$ cat src/rtl/ocu_channel.sv
module ocu_channel #(
  parameter int CNT_W = 16
) (
  input  logic             clk,
  input  logic             rst_n,
  input  logic             count_en,
  input  logic [CNT_W-1:0] count_val,
  input  logic [CNT_W-1:0] cmp_val,
  input  logic [1:0]       out_mode,
  input  logic             pwm_mode,
  input  logic             ctc_mode,
  input  logic             force_stb,
  input  logic             flag_clr,
  output logic             pin_out,
  output logic             match_flag,
  output logic             cnt_clear
);

  logic hit;
  logic act;
  logic pin_nxt;

  assign hit = count_en && (count_val == cmp_val);
  assign act = !pwm_mode && (hit || force_stb);

  always_comb begin
    case (out_mode)
      2'b01:   pin_nxt = ~pin_out;
      2'b10:   pin_nxt = 1'b0;
      2'b11:   pin_nxt = 1'b1;
      default: pin_nxt = pin_out;
    endcase
  end

  always_ff @(posedge clk) begin
    if (!rst_n) begin
      pin_out    <= 1'b0;
      match_flag <= 1'b0;
      cnt_clear  <= 1'b0;
    end else begin
      if (act) pin_out <= pin_nxt;
      if (hit) match_flag <= 1'b1;
      else if (flag_clr) match_flag <= 1'b0;
      cnt_clear <= hit && ctc_mode;
    end
  end

endmodule


$ cat config.mk
export PLATFORM = sky130hd
export DESIGN_NAME = ocu_channel
export DESIGN_NICKNAME = d
export VERILOG_FILES = /design/src/rtl/ocu_channel.sv
export SDC_FILE = /design/constraint.sdc
export NUM_CORES = 1
export LEC_CHECK = 0
export ABC_AREA = 0
export CELL_PAD_IN_SITES_DETAIL_PLACEMENT = 1
export CELL_PAD_IN_SITES_GLOBAL_PLACEMENT = 1
export CORE_MARGIN = 2
export CORE_UTILIZATION = 15
export DETAILED_ROUTE_END_ITERATION = 12
export PLACE_DENSITY_LB_ADDON = 0.25
export SYNTH_ARGS = -nofsm -noshare
export SYNTH_HDL_FRONTEND = slang
export SYNTH_SLANG_ARGS = --single-unit
$ cat constraint.sdc
create_clock -name clk -period 3.65 [get_ports clk]
set_clock_uncertainty 0.1 [all_clocks]
set_input_delay 1.095 -clock clk [delete_from_list [all_inputs] [get_ports clk]]
set_output_delay 1.095 -clock clk [all_outputs]
set_load 0.03 [all_outputs]
# Yosys cells after proc, flatten, opt, wreduce, memory -nomap -nowiden
# Cells that the tools add are included.
totals:
  output_inout_bits: 3
  in_bits: 41
  register_bits: 3
  wordCells: 19
classes:
  n_eq_ne: 4
  n_bitwise: 1
  mux: 3
  reduce_logical: 8
ops:
  columns: ["op", "n"]
  rows:
  - ["16-bit equality test", 1]
  - ["2-bit equality test (second input constant)", 2]
  - ["1-bit logical AND", 3]
  - ["1-bit case mux with 3 select lines", 1]
  - ["3-bit nonzero test", 1]
  - ["2-bit by 1-bit equality test with 1-bit output (second input constant)", 1]
  - ["1-bit 2-to-1 mux", 2]
  - ["2-bit AND reduction", 1]
  - ["2-bit nonzero test", 1]
  - ["1-bit zero test", 1]
  - ["1-bit logical OR", 1]
  - ["1-bit inverter", 1]

# Depth between registers and ports, before layout
logic_depth:
  word_depth: 5
  ltp_mapped: 5
  mapped_depth_nobuf: 5

# Worst setup path after synthesis
# Ideal clock, no wire load.
synth_timing:
  path_type: "in2reg"
  start: "input cmp_val[3]"
  end: "register pin_out"
  t_arrival_ps: 2214
  n_path_buf: 0
  required_time_ps: 3425
  path_stages: 5
  setup_time_ps: 125
  slack_ps: 1211
  path_cell_list: "xor2_1 > nor4_1 > nand2_1 > or4_4 > mux2i_1"
synth_via:
  elab_chain_len: 5
synth_rtl:
  columns: ["element", "line", "source"]
  rows:
  - ["start: declaration", "8", "input logic [CNT_W-1:0] cmp_val,"]
  - ["16-bit equality test", "23", "assign hit = count_en && (count_val == cmp_val);"]
  - ["1-bit logical AND", "23", null]
  - ["1-bit logical OR", "24", "assign act = !pwm_mode && (hit || force_stb);"]
  - ["1-bit logical AND", "24", null]
  - ["2-bit AND reduction (no source line)", null, null]
  - ["end signal: assignment", "41", "if (act) pin_out <= pin_nxt;"]
  - ["end: declaration", "14", "output logic pin_out,"]
# Every way passes these cells.
# A chain may end at the register's enable or synchronous reset.

# Final worst setup path
# Ends and elaborated chain as after synthesis.

==> results.json <==
{
  "route.met2.wl_um": 730,
  "nFillCells": 241,
  "setup_viol": 0,
  "worstSetupEndpointType": "register",
  "rrSetupSlack_ns": 2.47,
  "clkPwrFrac_pct": 35.6,
  "die_h_um": 50.66,
  "wl_met1_um": 430,
  "cts.repair.resized": 0,
  "final_area_sq_um": 817.0,
  "fin_crit_ns": 2.728,
  "place_congestion": 0.6376,
  "p_sw_uw": 36.65,
  "synthesis.nets": 80,
  "grt.total_usage_pct": 10.83,
  "io_pins": 44,
  "viasPerCell": 4.115,
  "drt_wl_total_um": 1237,
  "critPathMaxFanout": 2,
  "crit_start": "cmp_val[3]",
  "clk-insertion-delay-late_ns": 0.23,
  "worstMarginPinSlew_ns": 0.3101,
  "internal_power_uw": 125.2,
  "synth_cell_types": 17,
  "r2r_cells": 4,
  "hpwl_um": 1096,
  "first_pass_iters": 2,
  "dieArea_sq_um": 2566,
  "topRoutingLayerUsed": "met4",
  "p_leak_nw": 0.2980,
  "die_x_um": 50.66,
  "cts_tree": "done",
  "placed_cells": 109,
  "min_period_over_period_pct": 74.75,
  "relSlewSlack_pct": 79.26,
  "arrival_ns": 2.74,
  "core.rowCount": 16,
  "coreArea_sq_um": 2002,
  "hp-class": "reg2reg",
  "fin_setup_tns_ns": 0,
  "htreeDepth": 1,
  "globalRouteOverflowTotal": 0,
  "maxSlewViolCount": 0,
  "synth_cells": 39,
  "wire_per_inst_um": 10.95,
  "yosysSeqAreaShare_pct": 18.39,
  "crit_path_end": "pin_out",
  "timing.rr.end": "pin_out",
  "nets": 128,
  "antenna_found_initial": 0,
  "fmax_mhz": 366.5,
  "hold_buffers": 0,
  "place_area_sq_um": 790.8,
  "clockBufferDepth": 2,
  "cts_made_buffers": 3,
  "cp.required_ns": 3.66,
  "drc": 0,
  "via_count": 465,
  "hold_viol": 0,
  "switching_share_pct": 22.65,
  "grt_max_degree": 5,
  "run_status": "completed",
  "cts.sinks": 3,
  "drv_cap": 0,
  "regToRegStartpoint": "pin_out",
  "grt_pass1_wl_um": 2035,
  "post-cts-setup-buffers": 0,
  "whs_ns": 0.3989,
  "wl_met3_um": 70,
  "root_buffer": "clkbuf_4",
  "synth_warnings": 0,
  "path_clk_slew_ns": 0.04,
  "p_seq_share_pct": 21.1,
  "synth-seq-cells": 3,
  "peakVddDrop_v": 0.0001134,
  "ant_nets": 0,
  "crit_path_start_kind": "input pin",
  "avgSynthCellArea_sq_um": 8.373,
  "cellPowerDensity_nw_per_um2": 198.0,
  "drive_gt1_share_pct": 4.651,
  "grt_pass1_vias": 452,
  "numPortBuffers": 43,
  "syn_area_sq_um": 326.6,
  "initial_core_util_pct": 16.31,
  "fin_cells": 113,
  "rsz0062_at_grt": "false",
  "power_frac_comb_pct": 43.3,
  "drt-initial-drc-count": 1,
  "antenna_cells": 0,
  "area_delta_synth_final_pct": 150.2,
  "post-route-util_pct": 40.81,
  "critPathKind": "in2reg"
}
synth_stat cells:
library cell / number / share of area [%]
nand2_1: 2 / 2.3
a21boi_0: 1 / 2.3
nor2_1: 2 / 2.3
and3_1: 1 / 1.9
nand3_1: 1 / 1.5
nand4_1: 1 / 1.9
dfxtp_1: 3 / 18
a21oi_1: 1 / 1.5
inv_1: 1 / 1.1
mux2i_1: 1 / 3.1
xor2_1: 8 / 21
nor3b_1: 1 / 2.3
xnor2_1: 8 / 21
nor4_1: 3 / 5.7
nand2b_1: 2 / 3.8
o221ai_1: 2 / 5.4
or4_4: 1 / 3.4
metal layers:
layer / GRT usage, % / up-vias
met5: 0 / -
met4: 2.703 / 0
met3: 4.167 / 2
met2: 21.05 / 15
met1: 10.54 / 216
li1: - / 232
registers in the layout, indices dropped and copies added, names as in the netlist:
register    cells
cnt_clear       1
match_flag      1
pin_out         1
cell families (layout without fill, tap and decap cells):
group                     Yosys count  after routing  share of synthesized area, %
xor gates and xnor gates           16             16                         42.91
DFF                                 3              3                         18.39
and+or+nand+nor                    14             14                         25.29
muxes                               1              1                         3.065
buffers and inverters               1             48                         1.148
AOI/OAI and AO/OA                   4              4                         9.196
through the flow:
stage,setup slack [ns],power [mW]
2_1_floorplan,1.211,0.05483
3_3_place_gp,0.6484,0.1038
3_5_place_dp,0.6775,0.1049
4_1_cts,0.9230,0.1651
5_1_grt,0.7913,0.1741
6_report,0.9215,0.1618
cells in the final DEF, fill, tap and decap left out:
cell type / synthesis / routed
xnor2_1: 8 / 8
and3_1: 1 / 1
a21oi_1: 1 / 1
or4_4: 1 / 1
xor2_1: 8 / 8
dfxtp_1: 3 / 3
clkdlybuf4s50_1: 0 / 43
nor4_1: 3 / 3
clkbuf_1: 0 / 1
inv_1: 1 / 1
clkbuf_4: 0 / 3
nor2_1: 2 / 2
nand2_1: 2 / 2
a21boi_0: 1 / 1
nand4_1: 1 / 1
nand2b_1: 2 / 2
nor3b_1: 1 / 1
o221ai_1: 2 / 2
nand3_1: 1 / 1
mux2i_1: 1 / 1
worst max-delay path: stages:
cell and delay, ns:
clkdlybuf4s50_1 0.41, xor2_1 0.16, nor4_1 0.29, nand2_1 0.12, or4_4 0.54, mux2i_1 0.13
how the worst min path moves through the flow:
stage,from,end,cells past startpoint
after floorplan,match_flag,match_flag,2
after global placement,match_flag,match_flag,2
after detailed placement,match_flag,match_flag,2
after CTS,match_flag,match_flag,2
after global routing,match_flag,match_flag,2
final,match_flag,match_flag,2
area by class of cell:
cell class,count,area [sq um],share of cell area [%]
clock buffers,4,26.28,3.216
inverters,1,3.754,0.4594
multi-input cells,35,262.8,32.16
flip-flops and latches,3,60.06,7.351
well taps,27,33.78,4.135
repair buffers,43,430.4,52.68
power by group through the flow:
stage / Clock, mW / Combinational (mW) / Sequential (mW)
3_5_place_dp: 0 / 0.0703 / 0.0346
6_report: 0.0576 / 0.0701 / 0.0341
4_1_cts: 0.0599 / 0.0710 / 0.0342
2_1_floorplan: 0 / 0.0192 / 0.0356
5_1_grt: 0.0643 / 0.0756 / 0.0342
3_3_place_gp: 0 / 0.0692 / 0.0346
No activity file was read; power rests on OpenSTA's default activity.
